File: src/rtl/pwr_seq_pkg.sv
package pwr_seq_pkg;

  localparam int unsigned NUM_STATES = 5;
  localparam int unsigned STATE_W    = $clog2(NUM_STATES);

  // Encoding order is used by the one-hot variant as a bit index.
  typedef enum logic [STATE_W-1:0] {
    ST_CHARGE   = 3'd0,
    ST_WAIT_FB  = 3'd1,
    ST_PFC_ONLY = 3'd2,
    ST_RUN      = 3'd3,
    ST_FAULT    = 3'd4
  } seq_state_e;

  typedef struct packed {
    logic supply_on;
    logic supply_min_ok;
    logic supply_off;
    logic fb_uv_high;
    logic fb_uv_low;
    logic pfc_pulse;
  } seq_flags_t;

  typedef struct packed {
    logic startup_src;
    logic pfc_en;
    logic hb_en;
  } seq_drive_t;

endpackage

File: src/rtl/seq_rst_sync.sv
module seq_rst_sync #(
  parameter int unsigned STAGES = 2
) (
  input  logic clk,
  input  logic rst_n,
  output logic rst_n_sync
);

  localparam int unsigned SH_W = (STAGES < 2) ? 2 : STAGES;

  logic [SH_W-1:0] shift_q;

  // Assertion is immediate, release walks through SH_W flops.
  always_ff @(posedge clk or negedge rst_n) begin
    if (!rst_n) begin
      shift_q <= '0;
    end else begin
      shift_q <= {shift_q[SH_W-2:0], 1'b1};
    end
  end

  assign rst_n_sync = shift_q[SH_W-1];

endmodule

File: src/rtl/seq_next.sv
module seq_next
  import pwr_seq_pkg::*;
(
  input  seq_state_e cur_state,
  input  seq_flags_t flags,
  output seq_state_e nxt_state
);

  always_comb begin
    nxt_state = cur_state;
    if (flags.supply_off) begin
      // Turn-off outranks everything: back to charging.
      nxt_state = ST_CHARGE;
    end else begin
      case (cur_state)
        ST_CHARGE: begin
          if (flags.supply_on) nxt_state = ST_WAIT_FB;
        end
        ST_WAIT_FB: begin
          // Sag below minimum enable refuses start, even with feedback ready.
          if (!flags.supply_min_ok)  nxt_state = ST_CHARGE;
          else if (flags.fb_uv_high) nxt_state = ST_PFC_ONLY;
        end
        ST_PFC_ONLY: begin
          if (flags.fb_uv_low)      nxt_state = ST_FAULT;
          else if (flags.pfc_pulse) nxt_state = ST_RUN;
        end
        ST_RUN: begin
          if (flags.fb_uv_low) nxt_state = ST_FAULT;
        end
        ST_FAULT: begin
          // Recovery re-arms through the waiting state.
          if (flags.fb_uv_high) nxt_state = ST_WAIT_FB;
        end
        default: nxt_state = ST_CHARGE;
      endcase
    end
  end

endmodule

File: src/rtl/seq_state_reg.sv
module seq_state_reg
  import pwr_seq_pkg::*;
#(
  parameter bit ONE_HOT = 1'b0
) (
  input  logic       clk,
  input  logic       rst_n,
  input  seq_state_e nxt_state,
  output seq_state_e cur_state
);

  logic upd_en;
  assign upd_en = (nxt_state != cur_state);

  generate
    if (ONE_HOT) begin : g_onehot
      logic [NUM_STATES-1:0] oh_q;
      logic [NUM_STATES-1:0] oh_d;

      always_comb begin
        oh_d = '0;
        oh_d[nxt_state] = 1'b1;
      end

      always_ff @(posedge clk or negedge rst_n) begin
        if (!rst_n) begin
          oh_q <= NUM_STATES'(1) << ST_CHARGE;
        end else if (upd_en) begin
          oh_q <= oh_d;
        end
      end

      always_comb begin
        cur_state = ST_CHARGE;
        for (int i = 0; i < NUM_STATES; i++) begin
          if (oh_q[i]) cur_state = seq_state_e'(STATE_W'(i));
        end
      end
    end else begin : g_binary
      seq_state_e st_q;

      always_ff @(posedge clk or negedge rst_n) begin
        if (!rst_n) begin
          st_q <= ST_CHARGE;
        end else if (upd_en) begin
          st_q <= nxt_state;
        end
      end

      assign cur_state = st_q;
    end
  endgenerate

endmodule

File: src/rtl/seq_out_dec.sv
module seq_out_dec
  import pwr_seq_pkg::*;
(
  input  seq_state_e cur_state,
  output seq_drive_t drive
);

  always_comb begin
    drive = '0;
    case (cur_state)
      ST_CHARGE:   drive.startup_src = 1'b1;
      ST_WAIT_FB:  drive = '0;
      ST_PFC_ONLY: drive.pfc_en = 1'b1;
      ST_RUN: begin
        drive.pfc_en = 1'b1;
        drive.hb_en  = 1'b1;
      end
      ST_FAULT:    drive = '0;
      default:     drive.startup_src = 1'b1;
    endcase
  end

endmodule

File: src/rtl/pwr_seq_ctrl.sv
module pwr_seq_ctrl
  import pwr_seq_pkg::*;
#(
  parameter bit          ONE_HOT     = 1'b0,
  parameter int unsigned SYNC_STAGES = 2
) (
  input  logic clk,
  input  logic rst_n,
  input  logic supply_on,
  input  logic supply_min_ok,
  input  logic supply_off,
  input  logic fb_uv_high,
  input  logic fb_uv_low,
  input  logic pfc_pulse,
  output logic startup_src_on,
  output logic pfc_en,
  output logic hb_en
);

  logic       rst_n_sync;
  seq_flags_t flags;
  seq_state_e cur_state;
  seq_state_e nxt_state;
  seq_drive_t drive;

  assign flags.supply_on     = supply_on;
  assign flags.supply_min_ok = supply_min_ok;
  assign flags.supply_off    = supply_off;
  assign flags.fb_uv_high    = fb_uv_high;
  assign flags.fb_uv_low     = fb_uv_low;
  assign flags.pfc_pulse     = pfc_pulse;

  seq_rst_sync #(.STAGES(SYNC_STAGES)) u_rst_sync (
    .clk        (clk),
    .rst_n      (rst_n),
    .rst_n_sync (rst_n_sync)
  );

  seq_next u_next (
    .cur_state (cur_state),
    .flags     (flags),
    .nxt_state (nxt_state)
  );

  seq_state_reg #(.ONE_HOT(ONE_HOT)) u_state (
    .clk       (clk),
    .rst_n     (rst_n_sync),
    .nxt_state (nxt_state),
    .cur_state (cur_state)
  );

  seq_out_dec u_dec (
    .cur_state (cur_state),
    .drive     (drive)
  );

  assign startup_src_on = drive.startup_src;
  assign pfc_en         = drive.pfc_en;
  assign hb_en          = drive.hb_en;

endmodule

File: config.mk
export PLATFORM = sky130hd
export DESIGN_NAME = pwr_seq_ctrl
export DESIGN_NICKNAME = d
export VERILOG_FILES = /design/src/rtl/pwr_seq_pkg.sv /design/src/rtl/seq_rst_sync.sv /design/src/rtl/seq_next.sv /design/src/rtl/seq_state_reg.sv /design/src/rtl/seq_out_dec.sv /design/src/rtl/pwr_seq_ctrl.sv
export SDC_FILE = /design/constraint.sdc
export NUM_CORES = 1
export LEC_CHECK = 0
export ABC_AREA = 1
export BUFFER_PORTS_ARGS = -buffer_cell sky130_fd_sc_hd__clkbuf_2
export CORE_AREA = 2 2 39 41
export DETAILED_ROUTE_END_ITERATION = 10
export DIE_AREA = 0 0 41 43
export PLACE_DENSITY = 0.42
export SYNTH_ARGS = -nofsm -noshare
export SYNTH_HDL_FRONTEND = slang
export SYNTH_HIERARCHICAL = 1
export SYNTH_SLANG_ARGS = --single-unit
File: constraint.sdc
create_clock -name clk -period 1.4 [get_ports clk]
set_input_delay 0.21 -clock clk [delete_from_list [all_inputs] [get_ports clk]]
set_output_delay 0.21 -clock clk [all_outputs]
set_load 0.03 [all_outputs]
==> results of run 1 <==
==> synth_stat cells <==
cell	count
sky130_fd_sc_hd__nand2_1	15
sky130_fd_sc_hd__nor2_1	6
sky130_fd_sc_hd__nand3_2	1
sky130_fd_sc_hd__inv_1	11
sky130_fd_sc_hd__conb_1	1
sky130_fd_sc_hd__a21oi_1	2
sky130_fd_sc_hd__nand3_1	2
sky130_fd_sc_hd__clkbuf_1	3
sky130_fd_sc_hd__nand2_2	1
sky130_fd_sc_hd__nor2_2	1
sky130_fd_sc_hd__dfrtp_1	5
==> registers in the layout, indices dropped and copies added (netlist names) <==
name,count
u_rst_sync/shift_q,2
u_state/cur_state,3
==> final cells by class <==
| cell class | count | area, um2 | share of cell area (%) |
|---|---|---|---|
| sequential | 5 | 126 | 31.5 |
| multi-input combinational | 29 | 125 | 31.2 |
| timing repair buffer | 11 | 62.6 | 15.6 |
| inverter | 11 | 41.3 | 10.3 |
| clock buffer | 4 | 26.3 | 6.54 |
| tap | 16 | 20.0 | 4.98 |
==> report_power, final <==
part           switching, mW  total, mW  internal (mW)
Sequential           0.00611      0.158          0.151
Combinational         0.0315     0.0532         0.0217
Clock                 0.0548      0.162          0.107
Total                 0.0924      0.373          0.281
==> critical path, cell delays in order (launching register included) <==
cell and delay [ns]:
sky130_fd_sc_hd__dfrtp_1 0.40, sky130_fd_sc_hd__inv_1 0.07, sky130_fd_sc_hd__nand2_2 0.08, sky130_fd_sc_hd__nand3_2 0.06, sky130_fd_sc_hd__nand2_1 0.05, sky130_fd_sc_hd__clkbuf_2 0.19
==> worst paths after layout <==
path | startpoint | to | depth (start not counted)
worst min-delay path | u_rst_sync/shift_q[1] | u_state/cur_state[0] | 0
worst max register to register | u_state/cur_state[1] | u_state/cur_state[0] | 5
worst min register to register | u_rst_sync/shift_q[1] | u_state/cur_state[0] | 0
min in group clk | supply_off | u_state/cur_state[2] | 2
worst max-delay path | u_state/cur_state[2] | startup_src_on | 5
max in group asynchronous | rst_n | u_rst_sync/shift_q[0] | 2
==> per-layer routing <==
metal / part of all wire [%] / vias up / GRT usage (%)
met5: 0 / - / 0
met3: 6.5 / 0 / 4.71
met2: 44 / 6 / 13.8
li1: - / 159 / -
met1: 50 / 109 / 9.90
met4: 0 / 0 / 6.00
==> repair_timing <==
action	CTS	global route
gates resized for setup	0	4
hold endpoints to repair	2	0
setup endpoints to repair	0	2
hold buffers	1	0
==> kinds of logic (layout without fill, tap and decap cells) <==
kind of cell | Yosys count | count (layout) | share of synthesized area [%]
AOI/OAI and AO/OA | 2 | 2 | 3.31
buffers and inverters | 14 | 26 | 17.4
DFF | 5 | 5 | 41.3
other | 1 | 1 | 1.24
and+or+nand+nor | 26 | 26 | 36.8
==> metrics.md, run 1 <==
| Metric | Value |
|---|---|
| Run status | completed |
| Mapped Cells | 48 |
| # setup viols final | 0 |
| Finished Cell Area | 402 um2 |
| Pin count of the biggest net entering global routing | 7 |
| Number of placed instances, taps included | 71 |
| Aggregate global-route resource usage | 9.31% |
| Max Clock Skew | 0.00152 ns |
| Detail Route Antenna Nets | 0 |
| Routability congestion estimate | 0.644 |
| Fraction of post-synthesis cell area in the top cell type by area | 41.3% |
| TritonCTS buffer count | 3 |
| Crit share post-route | 92.9% |
| Required time of the critical path | 1.19 ns |
| Maximum clock frequency | 769 MHz |
| Count of inserted antenna diode cells | 0 |
| Clk_lat worst skew | 0.24 ns |
| Arrival time at the worst endpoint | 1.09 ns |
| Reg2Reg Setup Slack | 0.39 ns |
| Placement Cell Area | 362 um2 |
| CTS sink count | 5 |
| Clock period minus final worst setup slack | 1.30 ns |
| RSZ-0062 raised after global routing | false |
| Peak VDD IR | 0.399 mV |
| Mapped Nets | 56 |
| I/O pin count | 11 |
| Die outline area | 1760 um2 |
| Setup TNS after final layout | 0 ns |
| Sequential area share after synthesis | 41.3% |
| Post-synthesis average cell area | 6.31 um2 |
| IO Port Bufs | 10 |
| Final count of hold timing violations | 0 |
| Count of routing violations after the opening detailed-route iteration | 8 |
| Post-synthesis cell type with the largest combined area | sky130_fd_sc_hd__dfrtp_1 |
| Iteration count of the initial detailed-routing pass | 4 |
| Share of cells above drive strength 1 | 28.3% |
| Initial core utilization | 21.9% |
| Most common cell after layout, fill and taps aside | sky130_fd_sc_hd__nand2_1 |
| Aggregate global routing overflow | 0 |
| Core area | 1380 um2 |
| Number of setup buffers added after CTS | 0 |
| Number of warnings reported in the yosys synthesis log | 6 |
| Final WS setup | 0.0988 ns |
| Kind of critical path | flip-flop to output pin |
| Post-detailed-route DRC marker count | 0 |
| First-pass GRT wire length | 1070 um |
| Worst hold margin | 0.0363 ns |
| Post-detailed-route wirelength per cell | 7.09 um |
| Y dimension of the die | 43 um |
| Via total after detailed routing | 274 |
| Clock tree root buffer cell | sky130_fd_sc_hd__clkbuf_4 |
| Final standard cell utilization of the core | 29.0% |
| Crit path launch type | flip-flop |
| Post-synthesis cell type count | 11 |
| Total standard cell area after synthesis | 303 um2 |
| Wire length reported by the detailed router | 539 um |
| Commonest non-fill, non-tap cells in the layout | sky130_fd_sc_hd__nand2_1 (15), sky130_fd_sc_hd__inv_1 (11), sky130_fd_sc_hd__clkbuf_2 (9), sky130_fd_sc_hd__nor2_1 (6), sky130_fd_sc_hd__dfrtp_1 (4) |
| Depth of the CTS H-tree | 1 |
| Initial antenna violation count | 0 |
| Count of placed standard cells in the final layout, fillers left out | 76 |
| Final total power | 0.373 mW |
| Register bit count reported by yosys | 5 |
| Cell Rows | 14 |
| Placement Setup Slack | 0.325 ns |
| Type of element capturing the critical path | output pin |
| Synth-to-Final Area Change | 32.6% |
| TritonCTS clock tree | built |
| # Max-Cap Violations | 0 |
| DP Wirelength | 449 um |
| Power per unit of standard cell area | 929 nW/um2 |
| Max Slew Vio Count | 0 |
| Worst-path maximum fanout | 5 |
| Synth area leaders | sky130_fd_sc_hd__dfrtp_1 (41%), sky130_fd_sc_hd__nand2_1 (19%), sky130_fd_sc_hd__inv_1 (14%) |
| Maximum count of clock buffers along a single path | 2 |
| Lkg Pwr | 0.228 nW |
| Number of filler instances in the final layout | 153 |
| Layout net count | 69 |
| Via/cell ratio | 3.61 |
| Die Wd | 41 um |
| Clock transition at the registers of the reported paths | 0.04 ns |
| Number of global-route vias before repair | 285 |
| Hold Path Class | flip-flop to async pin |
No activity file was read; power rests on OpenSTA's default activity.
==> run 2: changes to the inputs <==
- ABC_AREA: 1 -> not set
- PLACE_DENSITY: 0.42 -> 0.39
==> run 2 against run 1 <==
  * Clock skew up 0.0011 ns
  * Core utilization up 0.18 points
  * Synthesized cell count shrank 42%
  * Power grew 4.3%
  * Setup slack lost 0.026 ns
  * Combinational power is 24% higher
  * Register-to-register slack got worse by 0.23 ns
  * Die area is the same
  * Global-route usage is 1.2 points lower
  * Flip-flop and latch count unchanged
  * Critical path type unchanged
==> metrics.md, run 2 <==
| Metric | Value |
|---|---|
| Die Wd | 41 um |
| Share of cells above drive strength 1 | 54.5% |
| Fraction of post-synthesis cell area in the top cell type by area | 45.9% |
| Count of inserted antenna diode cells | 0 |
| Post-synthesis cell type count | 17 |
| Number of warnings reported in the yosys synthesis log | 6 |
| Total standard cell area after synthesis | 273 um2 |
| Post-synthesis average cell area | 9.74 um2 |
| Worst-path maximum fanout | 6 |
| Sum of met3 wire segment lengths after detailed routing | 36 um |
| Iteration count of the initial detailed-routing pass | 2 |
| Run status | completed |
| Cell Rows | 14 |
| Pin count of the biggest net entering global routing | 9 |
| Detailed-routed wire length on met2 | 353 um |
| Placement Setup Slack | 0.225 ns |
| Number of synthesized flops with an enable pin | 0 |
| Required time of the critical path | 1.19 ns |
| Initial antenna violation count | 0 |
| Arrival time at the worst endpoint | 1.12 ns |
| Number of global-route vias before repair | 220 |
| Sequential area share after synthesis | 45.9% |
| Crit share post-route | 94.8% |
| Layout net count | 53 |
| Detail Route Antenna Nets | 0 |
| I/O pin count | 11 |
| Top flip-flop cell by instance count after synthesis | sky130_fd_sc_hd__dfrtp_1 |
| Commonest non-fill, non-tap cells in the layout | sky130_fd_sc_hd__clkbuf_2 (8), sky130_fd_sc_hd__buf_4 (5), sky130_fd_sc_hd__nor2_1 (5), sky130_fd_sc_hd__clkbuf_4 (3), sky130_fd_sc_hd__dfrtp_2 (3) |
| DP Wirelength | 430 um |
| Worst hold margin | 0.0415 ns |
| Clk_lat worst skew | 0.24 ns |
| Depth of the CTS H-tree | 1 |
| Register bit count reported by yosys | 5 |
| TritonCTS clock tree | built |
| Aggregate global-route resource usage | 8.10% |
| Core area | 1380 um2 |
| IO Port Bufs | 10 |
| Count of placed standard cells in the final layout, fillers left out | 60 |
| Aggregate global routing overflow | 0 |
| Crit path launch type | flip-flop |
| Power per unit of standard cell area | 963 nW/um2 |
| Kind of critical path | flip-flop to output pin |
| Count of routing violations after the opening detailed-route iteration | 1 |
| # Max-Cap Violations | 0 |
| Placement Cell Area | 332 um2 |
| RSZ-0062 raised after global routing | false |
| Synth-to-Final Area Change | 48.2% |
| Mapped Nets | 36 |
| Routability congestion estimate | 0.544 |
| Wire length reported by the detailed router | 632 um |
| Largest register FFs | 3 |
| Ys async rst share | 100% |
| Clock period minus final worst setup slack | 1.33 ns |
| Lkg Pwr | 0.188 nW |
| Maximum count of clock buffers along a single path | 2 |
| Top routing layer used | met3 |
| Synth area leaders | sky130_fd_sc_hd__dfrtp_1 (46%), sky130_fd_sc_hd__nor2_1 (6.9%), sky130_fd_sc_hd__o32ai_2 (6.0%) |
| Type of element capturing the critical path | output pin |
| Max Slew Vio Count | 0 |
| Clock transition at the registers of the reported paths | 0.04 ns |
| Via/cell ratio | 4.20 |
| # setup viols final | 0 |
| Post-synthesis cell type with the largest combined area | sky130_fd_sc_hd__dfrtp_1 |
| Mapped Cells | 28 |
| Via total after detailed routing | 252 |
| Maximum clock frequency | 753 MHz |
| Top cells by count, synth | sky130_fd_sc_hd__dfrtp_1 (5), sky130_fd_sc_hd__nor2_1 (5), sky130_fd_sc_hd__clkbuf_1 (3) |
| Setup TNS after final layout | 0 ns |
| Finished Cell Area | 404 um2 |
| Peak VDD IR | 0.344 mV |
| CTS sink count | 5 |
| Number of placed instances, taps included | 51 |
| Most common cell after layout, fill and taps aside | sky130_fd_sc_hd__clkbuf_2 |
| Max Clock Skew | 0.00258 ns |
| Final count of hold timing violations | 0 |
| Clock tree root buffer cell | sky130_fd_sc_hd__clkbuf_4 |
| M1 wire length | 242 um |
| TritonCTS buffer count | 3 |
| First-pass GRT wire length | 883 um |
| Hold Path Class | flip-flop to async pin |
| Post-detailed-route wirelength per cell | 10.5 um |
| Die outline area | 1760 um2 |
| Initial core utilization | 19.7% |
| Final WS setup | 0.0727 ns |
| Y dimension of the die | 43 um |
| Post-detailed-route DRC marker count | 0 |
==> run 2: metal layers <==
layer	global-route usage [%]	vias to the layer above
li1	-	125
met1	7.92	121
met2	11.9	6
met3	3.14	0
met4	8.00	0
met5	0	-
==> run 2: worst max-delay path: stages (launching register included) <==
cell                      delay (ns)
sky130_fd_sc_hd__dfrtp_2        0.43
sky130_fd_sc_hd__nor2b_4        0.13
sky130_fd_sc_hd__and2_1         0.15
sky130_fd_sc_hd__buf_2          0.17
==> run 2: cell families after synthesis <==
| group | count (synthesis) | synth area share, % |
|---|---|---|
| AO/OA/AOI/OAI | 5 | 16.1 |
| XOR/XNOR | 1 | 3.21 |
| flip-flops | 5 | 45.9 |
| AND/OR/NAND/NOR | 13 | 29.4 |
| buffers and inverters | 3 | 4.13 |
| other | 1 | 1.37 |
==> run 2: timing repair <==
action,in CTS,in global routing
buffers inserted,2,2
endpoints found under the hold margin,2,0
resized for setup,3,3
hold buffers,1,0
setup endpoints to repair,2,2
cloned,0,0
==> run 2: power by group <==
part | leakage [nW] | internal (mW) | switching, mW
combinational | 0.114 | 0.0336 | 0.0326
clock | 0.0150 | 0.108 | 0.0577
sequential | 0.0595 | 0.152 | 0.00561
total | 0.188 | 0.293 | 0.0958
==> run 2: worst paths after layout <==
check                                 startpoint                    end  slack, ns  cells past startpoint
max                         u_state/cur_state[1]                  hb_en       0.07                      3
min                        u_rst_sync/shift_q[1]   u_state/cur_state[1]       0.04                      0
max reg2reg                 u_state/cur_state[0]   u_state/cur_state[0]       0.16                      5
min reg2reg                u_rst_sync/shift_q[1]   u_state/cur_state[1]       0.04                      0
max in group asynchronous                  rst_n  u_rst_sync/shift_q[0]       1.01                      2
min in group clk                      supply_off   u_state/cur_state[2]       0.18                      2
==> run 2: layout make-up <==
type                            instances  area, um2
Sequential cell                         5        129
Tap cell                               16       20.0
Clock buffer                            4       26.3
Timing Repair Buffer                   15       92.6
Multi-Input combinational cell         20        136
Fill cell                             156        980
==> run 2: metrics by stage <==
stage / power, mW / utilization, %
floorplan: 0.191 / -
detailed placement: 0.211 / 24.0
global placement: 0.210 / 24.0
finish: 0.389 / 29.2
CTS: 0.400 / 28.0
global route: 0.417 / 29.2
==> run 3: changes to the inputs <==
- ABC_AREA: not set -> 1
- CELL_PAD_IN_SITES_DETAIL_PLACEMENT: not set -> 2
- CELL_PAD_IN_SITES_GLOBAL_PLACEMENT: not set -> 2
- CORE_AREA: 2 2 39 41 -> not set
- CORE_UTILIZATION: not set -> 23
- DIE_AREA: 0 0 41 43 -> not set
- PLACE_DENSITY: 0.39 -> 0.73
==> run 3 against run 2 <==
  * Sequential share of layout area down 1.2 points
  * Critical path depth rose by 1
  * Clock-buffer cell count unchanged
  * Power down 2.4%
  * Combinational power shrank 15%
  * First-iteration DRC count increased to 6.0 times the previous value
  * Clock power is essentially flat
  * Maximum frequency fell by 0.19%
  * Setup slack worse by 0.0026 ns
  * Die area shrank 17%
  * Register-to-register slack gained 0.20 ns
  * Final cell count up 27%
==> metrics.md, run 3 (synthesized netlist as in run 1, its figures left out) <==
| Metric | Value |
|---|---|
| Count of placed standard cells in the final layout, fillers left out | 76 |
| Number of filler instances in the final layout | 145 |
| Max Slew Vio Count | 0 |
| FF-to-FF End | u_state/cur_state[0] |
| Setup TNS after final layout | 0 ns |
| # Max-Cap Violations | 0 |
| Synth-to-Final Area Change | 36.0% |
| Worst reg2reg path startpoint | u_state/cur_state[1] |
| RSZ-0062 raised after global routing | false |
| Iteration count of the initial detailed-routing pass | 4 |
| Detail Route Antenna Nets | 0 |
| Worst-path maximum fanout | 5 |
| I/O pin count | 11 |
| Clock period minus final worst setup slack | 1.33 ns |
| Largest register FFs | 3 |
| Switching share of total power | 26.0% |
| Initial antenna violation count | 0 |
| Y dimension of the die | 38.3 um |
| Pin count of the biggest net entering global routing | 7 |
| Post-detailed-route DRC marker count | 0 |
| TritonCTS clock tree | built |
| Aggregate global-route resource usage | 12.7% |
| Lkg Pwr | 0.238 nW |
| Count of inserted antenna diode cells | 0 |
| Arrival time at the worst endpoint | 1.12 ns |
| Number of global-route vias before repair | 315 |
| Required time of the critical path | 1.19 ns |
| Crit path launch type | flip-flop |
| Relative contribution of combinational cells to total power | 14.8% |
| First-pass GRT wire length | 1230 um |
| Initial core utilization | 25.9% |
| Peak VDD IR | 0.473 mV |
| Depth of the CTS H-tree | 1 |
| Final count of hold timing violations | 0 |
| Die outline area | 1470 um2 |
| IO Port Bufs | 10 |
| Type of element capturing the critical path | output pin |
| Crit share post-route | 95.0% |
| Clk_lat worst skew | 0.23 ns |
| Highest cell delay on the worst timing path | 0.43 ns |
| Layout net count | 71 |
| Routability congestion estimate | 0.680 |
| Core area | 1170 um2 |
| Die Wd | 38.3 um |
| TritonCTS buffer count | 3 |
| Worst Reg2Reg Path Length in Cells | 5 |
| Clock network fraction of design power | 43.5% |
| Cell Rows | 12 |
| Run status | completed |
| Share of cells above drive strength 1 | 30.6% |
| Aggregate global routing overflow | 0 |
| CTS sink count | 5 |
| Cell with the biggest individual delay on the critical path | sky130_fd_sc_hd__dfrtp_1 |
| Commonest non-fill, non-tap cells in the layout | sky130_fd_sc_hd__nand2_1 (15), sky130_fd_sc_hd__inv_1 (11), sky130_fd_sc_hd__clkbuf_2 (10), sky130_fd_sc_hd__nor2_1 (6), sky130_fd_sc_hd__dfrtp_1 (4) |
| Cell chain of the critical path | inv_1, nand3_2, nand2_1, clkbuf_2 |
| Maximum count of clock buffers along a single path | 2 |
| Number of placed instances, taps included | 69 |
| Count of routing violations after the opening detailed-route iteration | 6 |
| Net switching power of the design | 0.0988 mW |
| Power Internal | 0.281 mW |
| Hold Path Class | flip-flop to async pin |
| Maximum clock frequency | 752 MHz |
| Post-detailed-route wirelength per cell | 9.95 um |
| Via/cell ratio | 4.14 |
| Reg2Reg Setup Slack | 0.36 ns |
| Kind of critical path | flip-flop to output pin |
| Clock tree root buffer cell | sky130_fd_sc_hd__clkbuf_4 |
| Sequential fraction of design power | 41.7% |
| Clock transition at the registers of the reported paths | 0.04 ns |
| DP Wirelength | 636 um |
| Max Clock Skew | 0.000172 ns |
| Via total after detailed routing | 315 |
| Most common cell after layout, fill and taps aside | sky130_fd_sc_hd__nand2_1 |
| # setup viols final | 0 |
| Wire length reported by the detailed router | 756 um |
| Power per unit of standard cell area | 923 nW/um2 |
==> run 3: worst max-delay path, delay by kind of cell, from the launching register on <==
family,cells,cell delay [ns]
buffers and inverters,2,0.32
flip-flops,1,0.43
AND/OR/NAND/NOR,2,0.14
==> run 3: cell type report <==
cell class              count  area, um2  area share [%]
flip-flops and latches      5        126            30.7
multi-input cells          29        125            30.4
repair buffers             13       75.1            18.2
inverters                  11       41.3            10.0
clock buffers               4       26.3            6.38
well taps                  14       17.5            4.26
==> run 3: how the worst max path moves through the flow <==
stage | startpoint | slack, ns | end
2_1_floorplan | u_state/cur_state[2] | 0.26 | hb_en
3_3_place_gp | u_state/cur_state[1] | 0.30 | startup_src_on
3_5_place_dp | u_state/cur_state[1] | 0.26 | startup_src_on
4_1_cts | u_state/cur_state[1] | 0.001 | startup_src_on
5_1_grt | u_state/cur_state[0] | 0.02 | startup_src_on
6_report | u_state/cur_state[0] | 0.07 | startup_src_on
==> run 3: per-stage QoR <==
step | setup WS, ns | hold slack [ns] | util, % | total power [mW] | cell area (um2)
after floorplan | 0.262 | -0.0856 | - | 0.192 | 303
after global placement | 0.298 | -0.00326 | 30.7 | 0.212 | 359
after detailed placement | 0.264 | -0.00129 | 30.7 | 0.215 | 359
after CTS | 0.00125 | 0.0476 | 33.8 | 0.390 | 395
after global routing | 0.0232 | 0.0602 | 35.1 | 0.401 | 412
final | 0.0702 | 0.0393 | 35.1 | 0.380 | 412
==> run 3: routing by layer <==
metal | global-route usage, % | part of all wire [%] | wire length [um] | vias to the layer above
met2 | 22.5 | 53 | 397 | 6
met5 | 0 | 0 | 0 | -
met1 | 13.9 | 45 | 341 | 148
met3 | 1.74 | 2.1 | 16 | 0
met4 | 8.04 | 0 | 0 | 0
li1 | - | - | - | 161
==> run 3: power by group through the flow <==
stage	sequential [mW]	combinational [mW]	clock, mW
after CTS	0.159	0.0563	0.175
final	0.158	0.0564	0.165
after global placement	0.160	0.0520	0
after detailed placement	0.161	0.0537	0
after floorplan	0.158	0.0335	0
after global routing	0.160	0.0633	0.178
==> run 3: what timing repair did <==
action                                  CTS  global route
hold endpoints to repair                  2             0
gates resized for setup                   0             1
setup buffers                             0             2
endpoints found under the setup margin    0             1
hold buffers                              1             0
